File: src/rtl/mbx_pkg.sv
package mbx_pkg;

    typedef enum logic [0:0] {
        PH_IDLE   = 1'b0,
        PH_ACCESS = 1'b1
    } apb_ph_e;

    localparam int DIR_STRIDE  = 'h40;
    localparam int SLOT_STRIDE = 8;
    localparam int DATA_OFS    = 4;
    localparam int OFS_FLAGS   = 'h80;
    localparam int OFS_CLEAR   = 'h84;
    localparam int OFS_ENABLE  = 'h88;

endpackage

File: src/rtl/mbx_apb_fsm.sv
module mbx_apb_fsm
    import mbx_pkg::*;
(
    input  logic clk,
    input  logic rst_n,
    input  logic psel,
    input  logic penable,
    input  logic pwrite,
    output logic pready,
    output logic wr_stb,
    output logic rd_act
);

    apb_ph_e state_q, state_d;

    always_ff @(posedge clk or negedge rst_n) begin
        if (!rst_n) state_q <= PH_IDLE;
        else        state_q <= state_d;
    end

    always_comb begin
        state_d = state_q;
        unique case (state_q)
            PH_IDLE:   if (psel && !penable) state_d = PH_ACCESS;
            PH_ACCESS: state_d = PH_IDLE;
            default:   state_d = PH_IDLE;
        endcase
    end

    always_comb begin
        pready = 1'b0;
        wr_stb = 1'b0;
        rd_act = 1'b0;
        unique case (state_q)
            PH_IDLE: ;
            PH_ACCESS: begin
                pready = 1'b1;
                wr_stb = psel && penable && pwrite;
                rd_act = psel && penable && !pwrite;
            end
            default: ;
        endcase
    end

    // access phase lasts exactly one cycle
    a_r8_ready_single: assert property (@(posedge clk) disable iff (!rst_n)
        pready |=> !pready);

endmodule

File: src/rtl/mbx_slot.sv
module mbx_slot #(
    parameter int DATA_W = 32
) (
    input  logic              clk,
    input  logic              rst_n,
    input  logic              cmd_we,
    input  logic              data_we,
    input  logic              clr,
    input  logic [DATA_W-1:0] wdata,
    output logic [DATA_W-1:0] cmd_q,
    output logic [DATA_W-1:0] data_q,
    output logic              flag_q
);

    always_ff @(posedge clk or negedge rst_n) begin
        if (!rst_n) begin
            cmd_q  <= '0;
            data_q <= '0;
            flag_q <= 1'b0;
        end else begin
            if (cmd_we)  cmd_q  <= wdata;
            if (data_we) data_q <= wdata;
            if (cmd_we)   flag_q <= 1'b1;
            else if (clr) flag_q <= 1'b0;
        end
    end

    // a flag only rises after a command write
    a_r2_rise_needs_cmd: assert property (@(posedge clk) disable iff (!rst_n)
        $rose(flag_q) |-> $past(cmd_we));
    // a flag only falls after a clear without a competing command
    a_r5_fall_needs_clr: assert property (@(posedge clk) disable iff (!rst_n)
        $fell(flag_q) |-> $past(clr && !cmd_we));
    // a command write always leaves the slot full
    a_r6_set_wins: assert property (@(posedge clk) disable iff (!rst_n)
        cmd_we |=> flag_q);

endmodule

File: src/rtl/mbx_irq_mask.sv
module mbx_irq_mask #(
    parameter int N = 4
) (
    input  logic [N-1:0] flags,
    input  logic [N-1:0] en,
    output logic [N-1:0] irq
);

    for (genvar i = 0; i < N; i++) begin : g_line
        assign irq[i] = flags[i] & en[i];
    end

endmodule

File: src/rtl/xcore_mailbox.sv
module xcore_mailbox
    import mbx_pkg::*;
#(
    parameter int SLOTS  = 4,
    parameter int DATA_W = 32,
    parameter int ADDR_W = 8
) (
    input  logic              pclk,
    input  logic              presetn,
    input  logic              psel,
    input  logic              penable,
    input  logic              pwrite,
    input  logic [ADDR_W-1:0] paddr,
    input  logic [DATA_W-1:0] pwdata,
    output logic [DATA_W-1:0] prdata,
    output logic              pready,
    output logic              pslverr,
    output logic [SLOTS-1:0]  irq_sys,
    output logic [SLOTS-1:0]  irq_calc
);

    localparam int NDIR  = 2;
    localparam int FLAGW = NDIR * SLOTS;

    logic              wr_stb, rd_act;
    logic [DATA_W-1:0] cmd_q  [NDIR][SLOTS];
    logic [DATA_W-1:0] data_q [NDIR][SLOTS];
    logic [FLAGW-1:0]  flag_vec;
    logic [FLAGW-1:0]  en_q;
    logic [FLAGW-1:0]  clr_vec;
    logic              hit_flags, hit_clear, hit_enable;
    logic [DATA_W-1:0] rd_mux;
    logic              unmapped;

    mbx_apb_fsm u_fsm (
        .clk     (pclk),
        .rst_n   (presetn),
        .psel    (psel),
        .penable (penable),
        .pwrite  (pwrite),
        .pready  (pready),
        .wr_stb  (wr_stb),
        .rd_act  (rd_act)
    );

    assign hit_flags  = (paddr == ADDR_W'(OFS_FLAGS));
    assign hit_clear  = (paddr == ADDR_W'(OFS_CLEAR));
    assign hit_enable = (paddr == ADDR_W'(OFS_ENABLE));
    assign clr_vec    = (wr_stb && hit_clear) ? pwdata[FLAGW-1:0] : '0;

    for (genvar d = 0; d < NDIR; d++) begin : g_dir
        for (genvar n = 0; n < SLOTS; n++) begin : g_slot
            localparam int CMD_OFS = d * DIR_STRIDE + n * SLOT_STRIDE;
            logic cmd_hit, data_hit;
            assign cmd_hit  = (paddr == ADDR_W'(CMD_OFS));
            assign data_hit = (paddr == ADDR_W'(CMD_OFS + DATA_OFS));
            mbx_slot #(.DATA_W(DATA_W)) u_slot (
                .clk     (pclk),
                .rst_n   (presetn),
                .cmd_we  (wr_stb && cmd_hit),
                .data_we (wr_stb && data_hit),
                .clr     (clr_vec[d*SLOTS+n]),
                .wdata   (pwdata),
                .cmd_q   (cmd_q[d][n]),
                .data_q  (data_q[d][n]),
                .flag_q  (flag_vec[d*SLOTS+n])
            );
        end
    end

    always_ff @(posedge pclk or negedge presetn) begin
        if (!presetn)                en_q <= '0;
        else if (wr_stb && hit_enable) en_q <= pwdata[FLAGW-1:0];
    end

    always_comb begin
        rd_mux   = '0;
        unmapped = 1'b1;
        if (hit_flags) begin
            rd_mux[FLAGW-1:0] = flag_vec;
            unmapped = 1'b0;
        end
        if (hit_enable) begin
            rd_mux[FLAGW-1:0] = en_q;
            unmapped = 1'b0;
        end
        if (hit_clear) unmapped = 1'b0;
        for (int d = 0; d < NDIR; d++) begin
            for (int n = 0; n < SLOTS; n++) begin
                if (paddr == ADDR_W'(d * DIR_STRIDE + n * SLOT_STRIDE)) begin
                    rd_mux   = cmd_q[d][n];
                    unmapped = 1'b0;
                end
                if (paddr == ADDR_W'(d * DIR_STRIDE + n * SLOT_STRIDE + DATA_OFS)) begin
                    rd_mux   = data_q[d][n];
                    unmapped = 1'b0;
                end
            end
        end
    end

    assign prdata  = (rd_act && !unmapped) ? rd_mux : '0;
    assign pslverr = pready && unmapped;

    mbx_irq_mask #(.N(SLOTS)) u_mask_calc (
        .flags (flag_vec[SLOTS-1:0]),
        .en    (en_q[SLOTS-1:0]),
        .irq   (irq_calc)
    );

    mbx_irq_mask #(.N(SLOTS)) u_mask_sys (
        .flags (flag_vec[FLAGW-1:SLOTS]),
        .en    (en_q[FLAGW-1:SLOTS]),
        .irq   (irq_sys)
    );

    // writes to unmapped offsets leave flags and enables alone
    a_r7_unmapped_no_effect: assert property (@(posedge pclk) disable iff (!presetn)
        (pslverr && pwrite) |=> ($stable(flag_vec) && $stable(en_q)));

    // writing the status offset changes no flag
    a_r9_status_readonly: assert property (@(posedge pclk) disable iff (!presetn)
        (wr_stb && hit_flags) |=> $stable(flag_vec));

endmodule

File: config.mk
export PLATFORM = sky130hd
export DESIGN_NAME = xcore_mailbox
export DESIGN_NICKNAME = d
export VERILOG_FILES = /design/src/rtl/mbx_pkg.sv /design/src/rtl/mbx_apb_fsm.sv /design/src/rtl/mbx_slot.sv /design/src/rtl/mbx_irq_mask.sv /design/src/rtl/xcore_mailbox.sv
export SDC_FILE = /design/constraint.sdc
export NUM_CORES = 1
export LEC_CHECK = 0
export ABC_AREA = 1
export BUFFER_PORTS_ARGS = -buffer_cell sky130_fd_sc_hd__buf_2
export CAP_MARGIN = 20
export CORE_AREA = 2 2 195 197
export CTS_CLUSTER_SIZE = 25
export DETAILED_ROUTE_END_ITERATION = 7
export DIE_AREA = 0 0 197 199
export PLACE_DENSITY = 0.83
export SETUP_SLACK_MARGIN = 0.05
export SYNTH_ARGS = -nofsm -noshare
export SYNTH_HDL_FRONTEND = slang
export SYNTH_SLANG_ARGS = --single-unit
export TNS_END_PERCENT = 20
File: constraint.sdc
create_clock -name pclk -period 3 [get_ports pclk]
set_input_delay 0.3 -clock pclk [delete_from_list [all_inputs] [get_ports pclk]]
set_output_delay 0.3 -clock pclk [all_outputs]
set_load 0.01 [all_outputs]
Word level (Yosys, flattened, before mapping)
Cells that the tools add are included.
{"block": "word_totals", "ff_bits": 529, "input_bits": 45, "out_inout_bits": 42, "elab_cells": 149}
{"block": "op_classes", "n_eq_ne": 18, "muxes": 60, "bitwise_logic": 9, "n_reduce_logical": 36}
{"op": "$mux W32", "count": 17}
{"op": "$eq A8 B7 Y1 const B", "count": 8}
{"op": "$mux W1", "count": 39}
{"op": "$eq A8 B5 Y1 const B", "count": 4}
{"op": "$eq A8 B8 Y1 const B", "count": 3}
{"op": "$logic_and A1 B1 Y1", "count": 24}
{"op": "$mux W8", "count": 3}
{"op": "$eq A8 B4 Y1 const B", "count": 2}
{"op": "$reduce_bool A2 Y1", "count": 8}
{"op": "$and A1 B1 Y1", "count": 8}
{"op": "$eq A8 B3 Y1 const B", "count": 1}
{"op": "$logic_not A8 Y1", "count": 1}
{"op": "$logic_not A1 Y1", "count": 3}
{"op": "$pmux W1 S2", "count": 1}
{"op": "$not A1 Y1", "count": 1}

Logic depth before layout (Yosys ltp)
Gate-level depths: netlist of the first run.
{"block": "logic_depth", "ltp_word": 23, "mapped_depth": 17, "depth_no_buf": 16}

Cells and area by module
Synthesis of the first run repeated with hierarchy kept, for this count alone.
{"block": "hier_totals", "hier_cells": 3349, "hier_area_um2": 25889.8}
{"mod": "mbx_slot", "instances": 8, "cells_each": 276, "area_each_um2": 2577.5, "seq_area_each_um2": 1626.6}
{"mod": "xcore_mailbox", "instances": 1, "cells_each": 1115, "area_each_um2": 5151.2, "seq_area_each_um2": 200.2}
{"mod": "mbx_irq_mask", "instances": 2, "cells_each": 8, "area_each_um2": 30.0, "seq_area_each_um2": 0.0}
{"mod": "mbx_apb_fsm", "instances": 1, "cells_each": 10, "area_each_um2": 58.8, "seq_area_each_um2": 25.0}

Least setup slack after synthesis of the first run
Ideal clock, no wire load.
{"block": "synth_path", "path_kind": "input port to output port", "from": "input port paddr[2]", "to": "output port prdata[16]", "arrival_time_ns": 1.786, "t_required_ns": 2.700, "setup_slack_ns": 0.914, "path_stages": 15, "path_buffers": 2, "path_cell_list": "buf_4 -> inv_4 -> nand2_2 -> nor2_4 -> nand2_1 -> inv_2 -> clkbuf_1 -> nand2_1 -> nand3_1 -> nand2_1 -> nand2_1 -> nand2_1 -> nand3_1 -> nand2_1 -> a21oi_1"}
{"block": "synth_via", "elab_chain_len": 23, "word_cells_on_any_way": 57, "cone_classes": "eq/ne: 18; mux: 36; reduce/logical: 3"}
{"item": "start, declared", "line": "xcore_mailbox.sv:13", "source": "input logic [ADDR_W-1:0] paddr,"}
{"item": "$eq A8 B8 Y1", "line": "xcore_mailbox.sv:46", "source": "assign hit_flags = (paddr == ADDR_W'(OFS_FLAGS));"}
{"item": "$mux W1", "line": "xcore_mailbox.sv:79", "source": "if (hit_flags) begin"}
{"item": "$mux W1", "line": "xcore_mailbox.sv:83", "source": "if (hit_enable) begin"}
{"item": "$mux W1", "line": "xcore_mailbox.sv:87", "source": "if (hit_clear) unmapped = 1'b0;"}
{"item": "$mux W1", "line": "xcore_mailbox.sv:90", "source": "if (paddr == ADDR_W'(d * DIR_STRIDE + n * SLOT_STRIDE)) begin"}
{"item": "$mux W1", "line": "xcore_mailbox.sv:94", "source": "if (paddr == ADDR_W'(d * DIR_STRIDE + n * SLOT_STRIDE + DATA_OFS)) begin"}
{"item": "$mux W1", "line": "xcore_mailbox.sv:90"}
{"item": "$mux W1", "line": "xcore_mailbox.sv:94"}
{"item": "(+7 left out)"}
{"item": "$mux W1", "line": "xcore_mailbox.sv:94"}
{"item": "$mux W1", "line": "xcore_mailbox.sv:90"}
{"item": "$mux W1", "line": "xcore_mailbox.sv:94"}
{"item": "$mux W1", "line": "xcore_mailbox.sv:90"}
{"item": "$mux W1", "line": "xcore_mailbox.sv:94"}
{"item": "$logic_not A1 Y1", "line": "xcore_mailbox.sv:102", "source": "assign prdata = (rd_act && !unmapped) ? rd_mux : '0;"}
{"item": "$logic_and A1 B1 Y1", "line": "xcore_mailbox.sv:102"}
{"item": "$mux W32 *", "line": "xcore_mailbox.sv:102"}
{"item": "end, declared", "line": "xcore_mailbox.sv:15", "source": "output logic [DATA_W-1:0] prdata,"}
Mark *: on every way between the ends. The rest lies on a longest branch, timed or not.

Worst setup path in the final report of the first run
{"block": "layout_path", "from": "input port paddr[2]", "to": "output port prdata[12]"}
Same word-level chain as after synthesis.

==> results of run 1 <==
cell usage after synthesis:
master    count
o21ai_0     563
clkbuf_1    161
a211oi_2      1
nand3_1     103
or2_1        31
or2_2        53
or2_0        21
inv_4         2
nor2_2        6
nor3_2        1
a221oi_1      1
nand2_2       5
buf_2        28
nand3_2       2
o21ai_1       5
nand3_4       2
nor4_1        1
buf_6         4
a22oi_1       3
inv_1       135
o21bai_1      4
nand2_4       1
buf_4         8
nor2_8        1
nor2_1       53
dfrtp_1     529
inv_2        15
nor2_4        9
nor4_2        1
nand2_1    1001
nand4_1      33
o22ai_1       3
a21oi_1     117
nor3_4        1
clkbuf_2      1
nor3_1       21
what timing repair did:
action,4_1_cts,5_1_grt
hold buffers,3,0
setup endpoints to repair,0,7
hold endpoints to repair,63,0
gates resized for setup,0,2
power groups by stage:
stage / combinational [µW] / sequential (µW) / clock (µW)
finish: 447 / 7180 / 6640
global route: 499 / 7170 / 6970
CTS: 453 / 7180 / 6670
detailed placement: 448 / 7310 / 0
global placement: 438 / 7300 / 0
floorplan: 159 / 7300 / 0
routing by layer:
metal	wire length [µm]	global-route usage (%)	share of wire [%]	vias to the layer above
met1	24700	42.3	40	9797
li1	-	-	-	9433
met5	0	0	0	-
met3	3820	3.65	6.2	197
met2	30400	55.0	49	820
met4	2550	14.4	4.1	0
per-stage QoR:
| stage | cell area [µm²] | setup WS, ps |
|---|---|---|
| after floorplan | 23900 | 914 |
| after global placement | 24800 | 354 |
| after detailed placement | 24800 | 238 |
| after CTS | 26600 | 217 |
| after global routing | 26600 | 43.3 |
| final | 26600 | 255 |
area by class of cell:
cell class,instances,share of cell area [%]
Inverter,152,2.17
Clock inverter,15,0.607
Sequential cell,529,49.8
Tap cell,474,2.23
Multi-Input combinational cell,2043,35.0
Clock buffer,78,5.94
Timing Repair Buffer,142,4.30
placed cells by master, fill, tap and decap left out, types with 2 or more instances in the layout:
cell and instances:
o21bai_1 4, nand2_1 986, nor2_2 8, nor2_4 9, buf_4 31, nand3_4 2, clkbuf_16 54, o21ai_0 563
dfrtp_1 529, buf_2 85, clkinv_2 11, inv_4 3, clkbuf_8 14, nand3_2 3, o22ai_1 3, nand4_1 33
or2_2 53, nor2_1 51, or2_1 31, buf_12 22, o21ai_1 5, clkbuf_1 10, inv_2 14, nand2_2 20
a21oi_1 117, inv_1 135, a22oi_1 3, or2_0 21, nor3_1 21, bufinv_16 3, nand3_1 102, dlygate4sd3_1 3
flip-flops by register name, summed over array words and instances, names as in the netlist:
name	cells
g_dir.g_slot.u_slot.flag_q	8
en_q	8
u_fsm.state_q	1
g_dir.g_slot.u_slot.data_q	256
g_dir.g_slot.u_slot.cmd_q	256
critical path, delay by kind of cell:
kind,cells,cell delay [ps]
AO/OA/AOI/OAI,1,130
buffers and inverters,4,920
AND/OR/NAND/NOR,10,1070
worst max-delay path by stage:
stage / end / slack [ps]
2_1_floorplan: prdata[16] / 910
3_3_place_gp: prdata[3] / 350
3_5_place_dp: prdata[20] / 240
4_1_cts: prdata[20] / 220
5_1_grt: prdata[26] / 40
6_report: prdata[12] / 260
kinds of logic after synthesis:
group           after synthesis  synth area share [%]
simple gates               1346                  24.0
compound gates              697                  14.7
flops                       529                  55.3
buf+inv                     354                  5.98
==> metrics.md, run 1 <==
| Metric | Value |
|---|---|
| Outcome | completed |
| RePlAce Congestion | between 0.9 and 1 |
| Pint | 11100 µW |
| Synth top area share | between 50% and 60% |
| Rows | 71 |
| Hold Crit Class | primary input to register |
| Max transition margin | between 30% and 40% |
| Synth Net Count | 2971 |
| Area of the core | 0.0371 mm² |
| Cell Area, Synth | 0.0239 mm² |
| Ant diodes | 0 |
| Final Routed Wirelength | 61.4 mm |
| Top cell type by total area after synthesis | dfrtp_1 |
| Clock Skew | roughly 17 ps |
| Inst Count DP | 3337 |
| Routed WL per cell | 17.9 µm |
| Crit path largest cell delay | 470 ps |
| RSZ-0062 raised after global routing | yes |
| Vias in the first global route | 19800 |
| # setup viols final | 0 |
| WP data required | around 2700 ps |
| Hold slack | between 200 and 250 ps |
| Hold path start | pwdata[22] |
| Share of cells above drive strength 1 | 11.5% |
| Net Sw Frac | 22.0% |
| CTS H-Tree Depth | 2 |
| Syn_area_per_cell | 8.18 µm² |
| Syn Inst Count | 2926 |
| Final hold violation count | 0 |
| P_sw | 3130 µW |
| Final design utilization | 71.6% |
| R2R Setup Slk | 1050 ps |
| Reg2Reg Launch Point | u_fsm.state_q$_DFF_PN0_ |
| Drt pass-1 iters | 6 |
| Worst-path cell chain | buf_2 > inv_4 > nand2_2 > nor2_4 > nand2_1 > inv_2 > nand2_1 > nand3_1 > nand2_1 > nand2_1 > nand2_1 > nand3_1 > nand2_1 > a21oi_1 > buf_2 |
| Leakage | 0.0127 µW |
| Tot GR Track Use | between 30% and 40% |
| Initial antenna violation count | 0 |
| Largest net degree at the start of global routing | 96 |
| I/O Buffers | 86 |
| First-pass GRT wire length | 101 mm |
| Fin. max-slew vios | 0 |
| Setup bufs post-CTS | 0 |
| First DRT Iteration DRCs | 2018 |
| Maxcap violations | 0 |
| CTS buffer count | 52 |
| Tightest Pin Transition | around 950 ps |
| Top post-synthesis cells by area | dfrtp_1 55%, nand2_1 16%, o21ai_0 12%, clkbuf_1 2.5%, a21oi_1 2.4% |
| Crit path kind | primary input to output pin |
| Filler cells | 2721 |
| Antenna viol nets, final | 0 |
| Arr. time, crit path | 2440 ps |
| Critical Path Start | paddr[2] |
| Total Neg Setup Slack | 0 ps |
| Clock-pin slew on the worst setup and hold paths | 60 ps |
| Power share of the clock group | a little under half |
| FF+latch count, synth | 529 |
| Max frequency | around 0.36 GHz |
| Hold endpoint | g_dir[1].g_slot[0].u_slot.cmd_q[22]$_DFFE_PN0P_ |
| NumNets Final | between 2000 and 3000 |
| Synthesis Warnings | 0 |
| Register area | roughly 0.013 mm² |
| Initial Utilization | 64.4% |
| Multi-input gate area | just over 0.009 mm² |
| Die width | 197 µm |
| Critical path's slowest cell | inv_2 |
| CTS sink count | roughly 530 |
| TritonCTS clock tree | yes |
| Sequential Power Share | 50.3% |
| Skew-Pair Late Insertion Delay | just under 600 ps |
| Register area share after synthesis | 55.3% |
| Worst Path Max Fanout | 27 |
| Crit end category | output pin |
| Reg2Reg Depth | 7 |
| Cell Pwr Density | 536 mW/mm² |
| DR DRC count | 0 |
| CTS Root Cell | clkbuf_16 |
| Area grow syn2layout | 11.2% |
| Via density | 5.90 |
| Die extent in y | around 200 µm |
| Max VDD drop | 0.585 mV |
| Remaining global-route overflow | 0 |
| CP most frequent cell | nand2_1 |
| DR vias | 20200 |
| Clk buf depth | 3 |
| Tcrit/Tclk final | 91.5% |
| Minimum clock period | approximately 2700 ps |
| Combinational power share | between 3 and 4% |
| Hold depth | 3 |
| Reg2reg end | g_dir[0].g_slot[1].u_slot.data_q[20]$_DFFE_PN0P_ |
| Count of cell types in the netlist | 36 |
| DP HPWL | 39.6 mm |
| Total power | 14300 µW |
| Post-route insts no fill | 3433 |
| Die area | 0.0392 mm² |
| Number of I/O pins | slightly below 90 |
| Worst setup SP type | primary input |
Power figures use the tool's default switching activity.
==> inputs of run 2 (changes only) <==
- CORE_AREA: 2 2 195 197 -> 2 2 192 194
- DIE_AREA: 0 0 197 199 -> 0 0 194 196
- PLACE_DENSITY: 0.83 -> 0.85
==> run 2 against run 1 <==
  * The flow now finishes with violations (DRC)
  * Non-clock buffer count fell by 2
  * Sequential power about the same
  * Register-to-register slack worse by 20 ps
  * Combinational power is essentially flat
  * Critical endpoint is now prdata[20]
==> metrics.md, run 2 (synthesized netlist as in run 1, its figures left out) <==
| Metric | Value |
|---|---|
| Combinational power share | 3.1% (about the same) |
| First DRT Iteration DRCs | 1900 (was 2018) |
| Reg2reg end | g_dir[1].g_slot[1].u_slot.cmd_q[28]$_DFFE_PN0P_ (was g_dir[0].g_slot[1].u_slot.data_q[20]$_DFFE_PN0P_) |
| NumNets Final | 2964 (was 2965) |
| Multi-input gate area | 0.00932 mm² (was 0.00931 mm²) |
| Remaining global-route overflow | 0 (unchanged) |
| DP HPWL | 39.9 mm (was 39.6 mm) |
| Clock Skew | 19.4 ps (was 17.3 ps) |
| Die extent in y | 196 µm (was 199 µm) |
| Cell area after layout | 0.0267 mm² (was 0.0266 mm²) |
| CP most frequent cell | nand2_1 (unchanged) |
| Commonest non-fill, non-tap cell in the layout | nand2_1 (unchanged) |
| Worst setup SP type | primary input (unchanged) |
| Clk buf depth | 3 (unchanged) |
| Power share of the clock group | 47.8% (was 46.5%) |
| Leakage | 0.0128 µW (was 0.0127 µW) |
| Max transition margin | 35.1% (was 36.5%) |
| CP top delay family | simple AND/OR/NAND/NOR gates (unchanged) |
| Area grow syn2layout | 11.6% (was 11.2%) |
| CTS buffer count | 53 (was 52) |
| Hold endpoint | g_dir[0].g_slot[1].u_slot.data_q[15]$_DFFE_PN0P_ (was g_dir[1].g_slot[0].u_slot.cmd_q[22]$_DFFE_PN0P_) |
| Post-route insts no fill | 3427 (was 3433) |
| Minimum clock period | 2790 ps (was 2740 ps) |
| Initial Utilization | 66.3% (was 64.4%) |
| Ant diodes | 0 (unchanged) |
| Final design utilization | 74.0% (was 71.6%) |
| Sequential Power Share | 49.1% (was 50.3%) |
| R2R Setup Slk | 1030 ps (was 1050 ps) |
| Skew-Pair Late Insertion Delay | 600 ps (was 580 ps) |
| CTS Root Cell | clkbuf_16 (unchanged) |
| Rows | 70 (was 71) |
| Total Neg Setup Slack | 0 ps (unchanged) |
| Area of the core | 0.0361 mm² (was 0.0371 mm²) |
| Hold Crit Class | primary input to register (unchanged) |
| Maxcap violations | 0 (unchanged) |
| Fin. max-slew vios | 0 (unchanged) |
| Worst-path cell chain | buf_2 > nor2_4 > nand2_4 > nor2_4 > buf_12 > nand2_1 > nand3_1 > nand3_1 > nand2_1 > nand2_1 > nand3_1 > nand2_1 > nand2_1 > nand2_1 > nand3_1 > nand2_1 > a21oi_1 > buf_2 (was buf_2 > inv_4 > nand2_2 > nor2_4 > nand2_1 > inv_2 > nand2_1 > nand3_1 > nand2_1 > nand2_1 > nand2_1 > nand3_1 > nand2_1 > a21oi_1 > buf_2) |
| RePlAce Congestion | 0.903 (was 0.922) |
| Filler cells | 2558 (was 2721) |
| DR DRC count | 1 (was 0) |
| Crit path kind | primary input to output pin (unchanged) |
| Pint | 11400 µW (was 11100 µW) |
| Initial antenna violation count | 0 (unchanged) |
| Tot GR Track Use | 33.6% (was 32.3%) |
| CP bufs+invs | 3 (was 4) |
| Cell Pwr Density | 548 mW/mm² (was 536 mW/mm²) |
| Vias in the first global route | 20200 (was 19800) |
| Inst Count DP | 3329 (was 3337) |
| Hold slack | 218 ps (was 239 ps) |
| Clock-pin slew on the worst setup and hold paths | 60 ps (about the same) |
| CTS H-Tree Depth | 2 (unchanged) |
| RSZ-0062 raised after global routing | yes (unchanged) |
| Critical path's slowest cell | nor2_4 (was inv_2) |
| # setup viols final | 0 (unchanged) |
| Antenna viol nets, final | 0 (unchanged) |
| Largest registers | g_dir.g_slot.u_slot.cmd_q x256, g_dir.g_slot.u_slot.data_q x256 (unchanged) |
| DP Area | 0.0248 mm² (about the same) |
| WP data required | 2700 ps (about the same) |
| Failing checks | DRC |
| Via density | 5.98 (was 5.90) |
| Crit end category | output pin (unchanged) |
| Tcrit/Tclk final | 93.1% (was 91.5%) |
| Hold depth | 3 (unchanged) |
| Tightest Pin Transition | 972 ps (was 951 ps) |
| TritonCTS clock tree | yes (unchanged) |
| Register area | 0.0132 mm² (unchanged) |
| Outcome | finished with violations (was completed) |
| Number of I/O pins | 87 (unchanged) |
| Share of cells above drive strength 1 | 11.8% (was 11.5%) |
| Worst Path Max Fanout | 25 (was 27) |
| Net Sw Frac | 21.9% (was 22.0%) |
| Final hold violation count | 0 (unchanged) |
| Max VDD drop | 0.532 mV (was 0.585 mV) |
| Crit path largest cell delay | 300 ps (was 470 ps) |
| Final Routed Wirelength | 62.7 mm (was 61.4 mm) |
| CTS sink count | 529 (unchanged) |
| I/O Buffers | 86 (unchanged) |
| Arr. time, crit path | 2490 ps (was 2440 ps) |
| Drt pass-1 iters | 8 (was 6) |
| Largest net degree at the start of global routing | 91 (was 96) |
| Reg2Reg Depth | 7 (unchanged) |
| Die width | 194 µm (was 197 µm) |
| First-pass GRT wire length | 103 mm (was 101 mm) |
| Hold path start | pwdata[15] (was pwdata[22]) |
| Most frequent cells in the layout | 986 x nand2_1, 563 x o21ai_0, 529 x dfrtp_1, 135 x inv_1, 117 x a21oi_1 (unchanged) |
| Max frequency | 0.358 GHz (was 0.364 GHz) |
| P_sw | 3190 µW (was 3130 µW) |
| Die area | 0.0380 mm² (was 0.0392 mm²) |
| Reg2Reg Launch Point | u_fsm.state_q$_DFF_PN0_ (unchanged) |
| DR vias | 20500 (was 20200) |
| Routed WL per cell | 18.3 µm (was 17.9 µm) |
-- run 2: final cells by class --
cell class,count,share of cell area (%)
clock inverter,26,1.23
multi-input combinational,2043,34.9
sequential,529,49.6
inverter,152,2.16
tap,468,2.19
timing repair buffer,140,4.23
clock buffer,69,5.72
-- run 2: worst max path at each step --
stage	start	end	slack (ps)	depth (start not counted)
after floorplan	paddr[2]	prdata[16]	910	15
after global placement	paddr[2]	prdata[11]	230	16
after detailed placement	paddr[2]	prdata[10]	240	18
after CTS	paddr[2]	prdata[11]	220	16
after global routing	paddr[2]	prdata[20]	20	18
final	paddr[2]	prdata[20]	210	18
-- run 2: layer usage --
metal | vias up | routed length, µm | part of all wire [%] | global-route usage, %
met5 | - | 0 | 0 | 0
met4 | 0 | 2950 | 4.7 | 17.5
met3 | 235 | 4800 | 7.7 | 4.95
met2 | 968 | 30800 | 49 | 56.3
met1 | 9882 | 24200 | 39 | 42.9
li1 | 9409 | - | - | -
-- run 2: worst reg2reg max path, cell delays in order, from the launching register on --
cell,delay (ps)
dfrtp_1,360
nand2_1,70
nor2_2,80
buf_4,370
nand2_2,360
buf_4,380
nand2_1,130
o21ai_0,90
-- run 2: stage by stage --
stage,setup WS (ps),power [µW]
after global placement,231,7740
after detailed placement,244,7750
after floorplan,914,7460
after CTS,224,14700
final,208,14600
after global routing,19.8,15000
-- run 2: repair_timing --
item | CTS | global route
endpoints found under the hold margin | 83 | 0
endpoints found under the setup margin | 0 | 4
hold buffers | 3 | 0
setup buffers | 0 | 0
gates resized for setup | 0 | 1
-- run 2: power by group through the flow --
| stage | combinational [µW] | clock (µW) | sequential [µW] |
|---|---|---|---|
| 6_report | 449 | 6990 | 7180 |
| 5_1_grt | 501 | 7330 | 7170 |
| 4_1_cts | 452 | 7040 | 7180 |
| 3_5_place_dp | 447 | 0 | 7310 |
| 3_3_place_gp | 437 | 0 | 7300 |
| 2_1_floorplan | 159 | 0 | 7300 |
